<file path="config.mk">
export PLATFORM = sky130hd
export DESIGN_NAME = rx_addr_filter
export DESIGN_NICKNAME = d
export VERILOG_FILES = /design/src/rtl/rxf_pkg.sv /design/src/rtl/rxf_dest_capture.sv /design/src/rtl/rxf_addr_match.sv /design/src/rtl/rxf_frame_judge.sv /design/src/rtl/rx_addr_filter.sv
export SDC_FILE = /design/constraint.sdc
export NUM_CORES = 1
export LEC_CHECK = 0
export BUFFER_PORTS_ARGS = -buffer_cell sky130_fd_sc_hd__buf_2
export CAP_MARGIN = 20
export CORE_MARGIN = 2
export CORE_UTILIZATION = 40
export DETAILED_ROUTE_END_ITERATION = 16
export PLACE_DENSITY = 0.64
export SLEW_MARGIN = 10
export SYNTH_ARGS = -nofsm -noshare
export SYNTH_HDL_FRONTEND = slang
export SYNTH_HIERARCHICAL = 1
export SYNTH_SLANG_ARGS = --single-unit
export TNS_END_PERCENT = 50
</file>
<file path="constraint.sdc">
create_clock -name clk -period 4.3 [get_ports clk]
set_input_delay 1.29 -clock clk [delete_from_list [all_inputs] [get_ports clk]]
set_output_delay 1.29 -clock clk [all_outputs]
set_load 0.05 [all_outputs]
</file>
<file path="src/rtl/rxf_pkg.sv">
// Shared constants and the CRC step used for the multicast hash index.
// Assumes reflected CRC-32 processing, least significant bit first.
package rxf_pkg;
    localparam int CFG_W        = 5;
    localparam int CFG_KEEP_ERR = 0;
    localparam int CFG_KEEP_RUNT = 1;
    localparam int CFG_BCAST    = 2;
    localparam int CFG_MCAST    = 3;
    localparam int CFG_PROMISC  = 4;
    localparam logic [31:0] CRC_POLY_REFL = 32'hEDB88320;

    // Advance the CRC register by one byte, LSB first.
    function automatic logic [31:0] crc_byte(input logic [31:0] c, input logic [7:0] d);
        logic [31:0] r;
        r = c;
        for (int i = 0; i < 8; i++) begin
            if (r[0] ^ d[i]) r = (r >> 1) ^ CRC_POLY_REFL;
            else             r = r >> 1;
        end
        return r;
    endfunction
endpackage

</file>
<file path="src/rtl/rxf_dest_capture.sv">
// Counts frame bytes, captures the destination bytes, and runs the CRC over them.
// Assumes sof_i is only looked at when byte_valid_i is set. Counter saturates.
module rxf_dest_capture #(
    parameter int ADDR_BYTES = 6,
    parameter int LEN_W      = 16,
    parameter int IDX_W      = 6
) (
    input  logic                    clk,
    input  logic                    rst_n,
    input  logic                    byte_valid_i,
    input  logic                    sof_i,
    input  logic [7:0]              byte_i,
    output logic [8*ADDR_BYTES-1:0] dest_o,
    output logic [IDX_W-1:0]        hash_idx_o,
    output logic [LEN_W-1:0]        len_o,
    output logic                    done_o
);
    import rxf_pkg::*;

    localparam logic [LEN_W-1:0] LAST_POS = LEN_W'(ADDR_BYTES - 1);
    localparam logic [LEN_W-1:0] NUM_POS  = LEN_W'(ADDR_BYTES);

    logic [LEN_W-1:0] cnt_q;
    logic [LEN_W-1:0] pos;
    logic [31:0]      crc_q;
    logic             done_q;
    logic [7:0]       lane_q [ADDR_BYTES];

    // Position of the byte present this cycle.
    assign pos = sof_i ? '0 : cnt_q;

    // Byte counter: restarts on sof, otherwise counts up and saturates.
    always_ff @(posedge clk) begin
        if (!rst_n)                 cnt_q <= '0;
        else if (byte_valid_i) begin
            if (sof_i)              cnt_q <= LEN_W'(1);
            else if (cnt_q != '1)   cnt_q <= cnt_q + 1'b1;
        end
    end

    // CRC over destination bytes, reseeded at every frame start.
    always_ff @(posedge clk) begin
        if (!rst_n)                                crc_q <= '1;
        else if (byte_valid_i && pos < NUM_POS)    crc_q <= crc_byte(sof_i ? '1 : crc_q, byte_i);
    end

    // Completion strobe: the last destination byte was just taken.
    always_ff @(posedge clk) begin
        if (!rst_n) done_q <= 1'b0;
        else        done_q <= byte_valid_i && (pos == LAST_POS);
    end

    // One capture register per destination byte lane.
    for (genvar g = 0; g < ADDR_BYTES; g++) begin : g_lane
        localparam logic [LEN_W-1:0] LANE = LEN_W'(g);
        always_ff @(posedge clk) begin
            if (!rst_n)                              lane_q[g] <= '0;
            else if (byte_valid_i && pos == LANE)    lane_q[g] <= byte_i;
        end
        assign dest_o[8*g +: 8] = lane_q[g];
    end

    assign hash_idx_o = crc_q[31 -: IDX_W];
    assign len_o      = cnt_q;
    assign done_o     = done_q;

    // the address verdict strobe never lasts two cycles.
    p_done_single_r2: assert property (@(posedge clk) disable iff (!rst_n)
        done_q |=> !done_q);
endmodule

</file>
<file path="src/rtl/rxf_addr_match.sv">
// Combinational address classification and match against station, broadcast and hash.
// Assumes dest_i and idx_i are stable once the sixth byte is taken.
module rxf_addr_match #(
    parameter int ADDR_W = 48,
    parameter int HASH_W = 64,
    parameter int IDX_W  = 6
) (
    input  logic [rxf_pkg::CFG_W-1:0] cfg_i,
    input  logic [ADDR_W-1:0]         dest_i,
    input  logic [ADDR_W-1:0]         station_i,
    input  logic [HASH_W-1:0]         hash_i,
    input  logic [IDX_W-1:0]          idx_i,
    output logic                      hit_o,
    output logic                      grp_o
);
    import rxf_pkg::*;

    logic is_grp;
    logic is_bcast;

    // Classify the destination and apply the policy bit for its class.
    always_comb begin
        is_grp   = dest_i[0];
        is_bcast = &dest_i;
        if (is_bcast)     hit_o = cfg_i[CFG_BCAST];
        else if (is_grp)  hit_o = cfg_i[CFG_MCAST] & hash_i[idx_i];
        else              hit_o = cfg_i[CFG_PROMISC] | (dest_i == station_i);
        grp_o = is_grp;
    end
endmodule

</file>
<file path="src/rtl/rxf_frame_judge.sv">
// End-of-frame verdict: applies length and error policies to the address match.
// Assumes len_i holds the final length in the cycle after the last byte.
module rxf_frame_judge #(
    parameter int LEN_W      = 16,
    parameter int MIN_LEN    = 64,
    parameter int ADDR_BYTES = 6
) (
    input  logic                      clk,
    input  logic                      rst_n,
    input  logic                      last_i,
    input  logic                      err_i,
    input  logic [rxf_pkg::CFG_W-1:0] cfg_i,
    input  logic [LEN_W-1:0]          len_i,
    input  logic                      addr_hit_i,
    input  logic                      addr_grp_i,
    output logic                      valid_o,
    output logic                      accept_o,
    output logic                      grp_o
);
    import rxf_pkg::*;

    localparam logic [LEN_W-1:0] MIN_L  = LEN_W'(MIN_LEN);
    localparam logic [LEN_W-1:0] ADDR_L = LEN_W'(ADDR_BYTES);

    logic fin_q;
    logic err_q;
    logic have_addr;
    logic len_ok;
    logic err_ok;

    // Capture the end-of-frame event and its error flag.
    always_ff @(posedge clk) begin
        if (!rst_n) begin
            fin_q <= 1'b0;
            err_q <= 1'b0;
        end else begin
            fin_q <= last_i;
            if (last_i) err_q <= err_i;
        end
    end

    // Combine address match with length and error policy.
    always_comb begin
        have_addr = len_i >= ADDR_L;
        len_ok    = (len_i >= MIN_L) | cfg_i[CFG_KEEP_RUNT];
        err_ok    = !err_q | cfg_i[CFG_KEEP_ERR];
        valid_o   = fin_q;
        accept_o  = fin_q & have_addr & addr_hit_i & len_ok & err_ok;
        grp_o     = fin_q & have_addr & addr_grp_i;
    end

    // an errored frame is never accepted without the keep-errored bit.
    p_err_drop_r10: assert property (@(posedge clk) disable iff (!rst_n)
        (accept_o && !cfg_i[CFG_KEEP_ERR]) |-> !$past(err_i));
    // a short frame is never accepted without the keep-short bit.
    p_runt_drop_r9: assert property (@(posedge clk) disable iff (!rst_n)
        (accept_o && !cfg_i[CFG_KEEP_RUNT]) |-> (len_i >= MIN_L));
    // acceptance only follows a last byte.
    p_accept_after_last_r8: assert property (@(posedge clk) disable iff (!rst_n)
        accept_o |-> $past(last_i));
endmodule

</file>
<file path="src/rtl/rx_addr_filter.sv">
// Receive address filter top: byte capture, address match and frame verdict.
// Assumes one byte per cycle, sof_i on byte 0, eof_i and err_i on the last byte.
module rx_addr_filter #(
    parameter int ADDR_BYTES = 6,
    parameter int HASH_W     = 64,
    parameter int LEN_W      = 16,
    parameter int MIN_LEN    = 64
) (
    input  logic                      clk,
    input  logic                      rst_n,
    input  logic [rxf_pkg::CFG_W-1:0] cfg_i,
    input  logic [8*ADDR_BYTES-1:0]   station_i,
    input  logic [HASH_W-1:0]         hash_i,
    input  logic                      byte_valid_i,
    input  logic                      sof_i,
    input  logic                      eof_i,
    input  logic                      err_i,
    input  logic [7:0]                byte_i,
    output logic                      addr_valid_o,
    output logic                      addr_hit_o,
    output logic                      addr_grp_o,
    output logic                      frame_valid_o,
    output logic                      frame_accept_o,
    output logic                      frame_grp_o
);
    localparam int ADDR_W = 8 * ADDR_BYTES;
    localparam int IDX_W  = $clog2(HASH_W);

    logic [ADDR_W-1:0] dest;
    logic [IDX_W-1:0]  idx;
    logic [LEN_W-1:0]  len;
    logic              done;
    logic              hit;
    logic              grp;

    rxf_dest_capture #(.ADDR_BYTES(ADDR_BYTES), .LEN_W(LEN_W), .IDX_W(IDX_W)) u_cap (
        .clk(clk), .rst_n(rst_n), .byte_valid_i(byte_valid_i), .sof_i(sof_i),
        .byte_i(byte_i), .dest_o(dest), .hash_idx_o(idx), .len_o(len), .done_o(done)
    );

    rxf_addr_match #(.ADDR_W(ADDR_W), .HASH_W(HASH_W), .IDX_W(IDX_W)) u_match (
        .cfg_i(cfg_i), .dest_i(dest), .station_i(station_i), .hash_i(hash_i),
        .idx_i(idx), .hit_o(hit), .grp_o(grp)
    );

    rxf_frame_judge #(.LEN_W(LEN_W), .MIN_LEN(MIN_LEN), .ADDR_BYTES(ADDR_BYTES)) u_judge (
        .clk(clk), .rst_n(rst_n), .last_i(byte_valid_i & eof_i), .err_i(err_i),
        .cfg_i(cfg_i), .len_i(len), .addr_hit_i(hit), .addr_grp_i(grp),
        .valid_o(frame_valid_o), .accept_o(frame_accept_o), .grp_o(frame_grp_o)
    );

    // Early verdict is the live match, gated to the strobe cycle.
    assign addr_valid_o = done;
    assign addr_hit_o   = done & hit;
    assign addr_grp_o   = done & grp;

    // no acceptance without a final verdict strobe.
    p_accept_needs_valid_r8: assert property (@(posedge clk) disable iff (!rst_n)
        frame_accept_o |-> frame_valid_o);
endmodule

</file>
==> results of run 1 <==
cell type report:
type,count,area share
Multi-Input combinational cell,487,0.483
Tap cell,211,0.0350
Sequential cell,99,0.327
Timing Repair Buffer,148,0.110
Inverter,9,0.00448
Clock buffer,9,0.0299
Clock inverter,7,0.0111
cell usage in the layout, fill, tap and decap left out, types with 14 or more instances in the layout:
cell type and instances:
nand2_1 55, nand4_1 27, xnor2_2 16, xnor2_1 85
buf_2 127, xor2_1 39, edfxtp_1 48, nor4_1 14
nor2_1 100, o211ai_1 32, dfxtp_1 50
state kept, by name, indices dropped and copies added, names as in the netlist:
signal	flops
u_judge/valid_o	1
u_judge/err_q	1
u_cap/done_o	1
u_cap/lane_q	48
u_cap/len_o	16
u_cap/crc_q	32
logic make-up (layout without fill, tap and decap cells):
family | Yosys count | after routing | share of synthesized area
simple gates | 254 | 254 | 0.194
xor+xnor | 148 | 148 | 0.228
flops | 99 | 99 | 0.392
compound gates | 62 | 62 | 0.0710
buf+inv | 50 | 173 | 0.0482
mux | 22 | 22 | 0.0653
fa+ha+maj | 1 | 1 | 0.00199
where the power goes:
| part | leakage, nW | internal (mW) | switching [mW] | total, mW |
|---|---|---|---|---|
| registers | 0.921 | 1.07 | 0.105 | 1.17 |
| clock network | 0.151 | 0.418 | 0.406 | 0.824 |
| logic | 1.90 | 0.446 | 0.400 | 0.845 |
| total | 2.97 | 1.93 | 0.910 | 2.84 |
stage by stage:
step | total power, mW | hold WS, ns | setup TNS (ns)
2_1_floorplan | 1.82 | 0.456 | 0
3_3_place_gp | 2.00 | 0.468 | -0.505
3_5_place_dp | 2.01 | 0.472 | -0.490
4_1_cts | 2.84 | 0.490 | -0.370
5_1_grt | 2.98 | 0.529 | -0.443
6_report | 2.84 | 0.487 | -0.329
metal layers:
metal  global-route usage  share of wire  up-vias
li1                     -              -     2473
met1                0.244           0.43     2438
met2                0.349           0.50      163
met3               0.0301          0.054       23
met4               0.0678          0.019        0
met5                    0              0        -
timing repair:
action / 4_1_cts / 5_1_grt
pin swaps: 2 / 14
buffers inserted: 0 / 0
setup endpoints to repair: 2 / 2
resized for setup: 8 / 23
worst register-to-register path: stages, from the launching register on:
cell and delay, ns:
dfxtp_1 0.36, nor4_1 0.33, nand4_1 0.24, nor3_1 0.34, nand4b_1 0.42, nand2_1 0.45
worst max-delay path by stage:
stage	start	end	depth (start not counted)
finish	hash_i[27]	frame_accept_o	9
global route	hash_i[27]	frame_accept_o	9
CTS	hash_i[27]	frame_accept_o	9
detailed placement	hash_i[25]	frame_accept_o	9
global placement	station_i[9]	frame_accept_o	11
floorplan	hash_i[25]	addr_hit_o	6
==> results.cfg, run 1 <==
[run_status]
status = finished, violations left
violations = setup timing

[floorplan]
die_w_um = 129
ios = 137
fp.coreArea_sq_um = 15300
initial_core_util = 0.412
die_y_um = 129
rows = 45
die_area_sq_um = 16700

[clocking]
cts_root_buf = clkbuf_16
clockBufferDepth = 2
h-tree-depth = 3
ctsHoldBuffers = 0
clkLatencyLatePin_ns = 0.36
cts_sinks = 99
path_clk_slew_ns = 0.07
numCtsBuffers = 9
tritoncts = yes

[drt]
num_vias = 5097
drt_wl_total_mm = 16.5
drc = 0
wl_per_cell_um = 17.0
antenna_left = 0
drt_iter0_drc = 385
dr.pass1.iters = 5
viasPerCell = 5.25

[cells_and_area]
final_nets = 886
fillers = 1396
fin_area_sq_um = 7540
final_util = 0.494
insertedDiodeCount = 0
seq_area_sq_um = 2460
area_growth_pct = 19.9
drive_above_1_share = 0.271
multiInputGateArea_sq_um = 3640
layout.cells.non_filler = 970

[critical_path]
worstPathRequired_ns = 3.01
crit_family = simple AND/OR/NAND/NOR gates
reg2reg_to = u_cap/lane_q[1][0]
worst-path-buf-inv = 2
cp.arrival_ns = 3.19
worstSetupPathType = in2out
crit_path_max_fanout = 2
cpMaxStageDelayCell = or4b_1
r2r_start = u_cap/len_o[12]
critPathMaxStageDelay_ns = 0.47
crit_chain = buf_6, mux4_2, or4b_1, nand3_1, nor4_1, a221o_1, o211ai_1, a21oi_2, buf_6
cpMostUsedCell = buf_6
critPathLaunchType = primary input
reg2regPathDepth = 5
r2r_slack_ns = 1.84
end_kind = output pin

[sta]
hold_viol_final = 0
setup_viol = 2
maxSlewViolCount = 0
period_needed_ns = 4.48
max-slew-margin-rel = 0.398
fin_crit_sh = 1.04
worst_pin_slew_ns = 0.903
fmax_ghz = 0.223
clock_skew_ns = 0.0197
setup_slack_ns = -0.180
rsz0062_at_grt = true

[placed_design]
placedCellCount = 954
dp_slack_ns = -0.251
place_hpwl_mm = 12.6
place_congestion = 0.920
io_buffer_count = 136
postPlaceCellArea_sq_um = 7060

[yosys]
netlist_area_sq_um = 6290
synth.area.top_cells = edfxtp_1 (23%), dfxtp_1 (16%), xnor2_1 (13%)
synth_edf_count = 48
yosysSeqAreaShare = 0.392
netlist.area_leader.share = 0.229
ys_ff_latch = 99
synth_warnings = 6
synth_top_area_cell = edfxtp_1
syn_area_per_cell_sq_um = 9.89
synth_ff_type = dfxtp_1
synth.distinct_cells = 58
yosysMostFrequentCell = nor2_1
syn-num-nets = 768
async_flop_share = 0
syn_inst = 636
synth_top_cells_by_count = nor2_1 (100), xnor2_1 (96), nand2_1 (55), dfxtp_1 (51), edfxtp_1 (48)

[global_routing]
grt_antenna_before_repair = 0
grt_use_total = 0.197
grt_max_degree = 51
grt_first_pass_wirelength_mm = 25.5
grt_pass1_vias = 5036
grt-ovfl-total = 0

[power]
p_per_area_nw_per_um2 = 377
p_leak_nw = 2.97
vdd_drop_max_mv = 0.198

[worst_hold_path]
hp-class = reg2reg
min_delay_worst_endpoint = u_cap/crc_q[14]
hold_depth = 2
hold_start = u_cap/crc_q[14]

[job]
drv_cap = 0
No activity file was read; power rests on OpenSTA's default activity.
==> run 2: changes to the inputs <==
CELL_PAD_IN_SITES_DETAIL_PLACEMENT = 0   (was not set)
CELL_PAD_IN_SITES_GLOBAL_PLACEMENT = 1   (was not set)
PLACE_DENSITY = 0.79   (was 0.64)
==> results.cfg, run 2 (synthesis results as in run 1) <==
[sta]
period_needed_ns = 4.49
fin_crit_sh = 1.05
setup_viol = 2
max-slew-margin-rel = 0.528
fmax_ghz = 0.222
setup_slack_ns = -0.195
hold_viol_final = 0
clock_skew_ns = 0.00881
worst_pin_slew_ns = 0.704
maxSlewViolCount = 0
rsz0062_at_grt = true

[power]
finalPower_mw = 2.79
p_per_area_nw_per_um2 = 376
p_leak_nw = 2.91
vdd_drop_max_mv = 0.248

[cells_and_area]
layout_common_cells = buf_2 (131), nor2_1 (100), xnor2_1 (96)
fin_area_sq_um = 7410
area_growth_pct = 17.9
largest_register_ffs = 48
final_nets = 886
drive_above_1_share = 0.254
layout_commonest_cell = buf_2
insertedDiodeCount = 0
fillers = 1432
regMostFlops = u_cap/lane_q
layout.cells.non_filler = 970

[clocking]
h-tree-depth = 3
path_clk_slew_ns = 0.07
cts_root_buf = clkbuf_16
ctsHoldBuffers = 0
cts_setup_buffers = 0
clockBufferDepth = 2
numCtsBuffers = 9
clkLatencyLatePin_ns = 0.35
cts_sinks = 99
tritoncts = yes

[drt]
num_vias = 5028
wl_per_cell_um = 16.7
dr.pass1.iters = 4
viasPerCell = 5.18
drt_wl_total_mm = 16.2
drc = 0
drt_iter0_drc = 339
antenna_left = 0

[floorplan]
rows = 45
die_w_um = 129
die_y_um = 129
fp.coreArea_sq_um = 15300
ios = 137
initial_core_util = 0.412
die_area_sq_um = 16700

[critical_path]
crit_path_max_fanout = 2
cp.arrival_ns = 3.20
end_kind = output pin
reg2regPathDepth = 5
critPathLaunchType = primary input
r2r_slack_ns = 1.78
worstPathRequired_ns = 3.01
worstSetupPathType = in2out
reg2reg_to = u_cap/lane_q[1][2]
r2r_start = u_cap/len_o[8]
startpoint = hash_i[17]

[placed_design]
io_buffer_count = 136
place_congestion = 0.864
placedCellCount = 954
place_hpwl_mm = 12.5
postPlaceCellArea_sq_um = 7080

[job]
drv_cap = 0

[global_routing]
grt_max_degree = 35
grt_first_pass_wirelength_mm = 24.8
grt_pass1_vias = 4926
grt-ovfl-total = 0
grtUsageMet2 = 0.322
grt_use_total = 0.192
grt_antenna_before_repair = 0
met1_usage = 0.247
use_met3 = 0.0384
top_usage_layer = met2

[worst_hold_path]
hold_start = u_cap/crc_q[13]
min_delay_worst_endpoint = u_cap/crc_q[13]
hold_depth = 2
hp-class = reg2reg

[run_status]
violations = setup timing
status = finished, violations left
run 2: changes by cell type in the layout (fill, tap and decap cells not counted), sizes merged:
cell and delta:
clkinv -1, clkbuf +1
run 2: routing by layer:
layer	share of wire	wire length, um
met1	0.45	7250
met2	0.48	7840
met3	0.046	748
met4	0.021	339
met5	0	0
run 2: repair_timing:
item                       in CTS  in global routing
resized for setup               4                 10
gates cloned                    0                  0
setup endpoints to repair       2                  2
pin swaps                       2                  5
run 2: critical path, cell delays in order:
cell and delay, ns:
buf_2 0.09, nor2b_1 0.13, a2111oi_1 0.39, nor4_1 0.10, o311ai_0 0.43, nor4_2 0.06
a221o_1 0.36, o211ai_1 0.13, a21oi_2 0.05, buf_6 0.17
run 2: worst max-delay path by stage:
stage / endpoint / slack (ns) / cells past startpoint
after floorplan: addr_hit_o / 0.04 / 6
after global placement: frame_accept_o / -0.22 / 10
after detailed placement: frame_accept_o / -0.24 / 9
after CTS: frame_accept_o / -0.21 / 9
after global routing: frame_accept_o / -0.32 / 10
final: frame_accept_o / -0.19 / 10
run 2: area by class of cell:
type | count | area, sq um | area share
clock buffer | 10 | 229 | 0.0309
clock inverter | 6 | 57.6 | 0.00776
inverter | 9 | 33.8 | 0.00456
multi-input combinational | 487 | 3550 | 0.479
sequential | 99 | 2460 | 0.332
tap | 211 | 264 | 0.0356
timing repair buffer | 148 | 815 | 0.110
run 2: power by group:
part / total (mW) / switching (mW) / leakage, nW / internal (mW)
logic: 0.835 / 0.400 / 1.84 / 0.435
registers: 1.16 / 0.0941 / 0.922 / 1.07
clock network: 0.794 / 0.386 / 0.141 / 0.408
total: 2.79 / 0.881 / 2.91 / 1.91
run 2: per-stage QoR:
step	TNS, ns	utilization	setup slack (ns)	hold slack [ns]
finish	-0.369	0.486	-0.195	0.487
global route	-0.608	0.486	-0.321	0.514
CTS	-0.408	0.483	-0.211	0.489
detailed placement	-0.449	0.464	-0.236	0.474
global placement	-0.397	0.464	-0.219	0.465
floorplan	0	-	0.0422	0.456
==> run 3: changes to the inputs <==
clock period = 5.8 ns   (was 4.3 ns; I/O delays follow)
==> results.cfg, run 3 (synthesis results as in run 1) <==
[critical_path]
crit_path_max_fanout = 2
worstSetupPathType = in2out
critPathLaunchType = primary input
end_kind = output pin
cp.arrival_ns = 3.78
worstPathRequired_ns = 4.06

[cells_and_area]
regMostFlops = u_cap/lane_q
largest_register_ffs = 48
layout_common_cells = buf_2 (136), nor2_1 (100), xnor2_1 (96)
area_growth_pct = 16.2
layout_commonest_cell = buf_2
final_nets = 877
drive_above_1_share = 0.239
insertedDiodeCount = 0

[worst_hold_path]
hp-class = reg2reg

[sta]
rsz0062_at_grt = false
fin_crit_sh = 0.952
worst_pin_slew_ns = 0.952
clock_skew_ns = 0.0114
hold_viol_final = 0
setup-tns-final_ns = 0
maxSlewViolCount = 0
max-slew-margin-rel = 0.365
setup_viol = 0
period_needed_ns = 5.52
fmax_ghz = 0.181

[drt]
dr.pass1.iters = 5
drt_iter0_drc = 308
drt_wl_total_mm = 16.1
drc = 0
antenna_left = 0
viasPerCell = 5.24
num_vias = 5035
wl_per_cell_um = 16.8

[power]
p_leak_nw = 2.86
finalPower_mw = 2.08
vdd_drop_max_mv = 0.153
p_per_area_nw_per_um2 = 285

[global_routing]
grt_pass1_vias = 4865
grt_first_pass_wirelength_mm = 24.6
grt_use_total = 0.188
grt_max_degree = 51
grt-ovfl-total = 0
grt_antenna_before_repair = 0

[clocking]
clkLatencyLatePin_ns = 0.35
cts_setup_buffers = 0
path_clk_slew_ns = 0.07
h-tree-depth = 3
post_cts_resized = 0
ctsHoldBuffers = 0
clockBufferDepth = 2
tritoncts = yes
cts_root_buf = clkbuf_16
cts_sinks = 99
numCtsBuffers = 9

[floorplan]
die_y_um = 129
ios = 137
fp.coreArea_sq_um = 15300
initial_core_util = 0.412
die_area_sq_um = 16700
rows = 45
die_w_um = 129

[run_status]
status = finished clean

[placed_design]
io_buffer_count = 136
place_congestion = 0.835
place_hpwl_mm = 12.3

[job]
drv_cap = 0
run 3: cell types whose count changed in the layout (fill, tap and decap cells not counted), sizes merged:
| cell | change |
|---|---|
| buf | -9 |
| clkbuf | -1 |
| clkinv | +1 |
run 3: through the flow:
stage / utilization / worst slack [ns] / cells / hold slack, ns / area (sq um)
2_1_floorplan: - / 0.382 / 636 / 0.456 / 6290
3_3_place_gp: 0.458 / 0.338 / 945 / 0.465 / 6990
3_5_place_dp: 0.458 / 0.285 / 945 / 0.477 / 6990
4_1_cts: 0.479 / 0.271 / 961 / 0.497 / 7300
5_1_grt: 0.479 / 0.177 / 961 / 0.515 / 7300
6_report: 0.479 / 0.278 / 961 / 0.490 / 7300
run 3: routing by layer:
metal,vias up,track usage,part of all wire
met5,-,0,0
li1,2455,-,-
met1,2405,0.242,0.44
met4,0,0.0595,0.017
met2,153,0.326,0.51
met3,22,0.0273,0.043
run 3: layout make-up:
type                            count  area [sq um]
Clock inverter                      7          86.3
Fill cell                        1408          7950
Inverter                            9          33.8
Clock buffer                        9           225
Timing Repair Buffer              139           703
Sequential cell                    99          2460
Tap cell                          211           264
Multi-Input combinational cell    487          3530
run 3: final timing paths:
path	from	to	slack (ns)	cells past startpoint
worst max-delay path	station_i[42]	frame_accept_o	0.28	10
worst min-delay path	u_cap/crc_q[18]	u_cap/crc_q[18]	0.49	2
worst max register to register	u_cap/len_o[12]	u_cap/lane_q[5][1]	3.22	5
worst min register to register	u_cap/crc_q[18]	u_cap/crc_q[18]	0.49	2
run 3: critical path, cell delays in order:
cell and delay, ns:
buf_2 0.11, xnor2_1 0.19, nand4_1 0.13, nor4_1 0.48, nand4_1 0.15, o22ai_1 0.26
a221o_1 0.23, o211ai_1 0.11, a21oi_1 0.11, buf_2 0.27
run 3: power breakdown:
| part | switching (mW) | internal, mW |
|---|---|---|
| Combinational | 0.298 | 0.310 |
| Clock | 0.299 | 0.311 |
| Sequential | 0.0745 | 0.791 |
| Total | 0.672 | 1.41 |
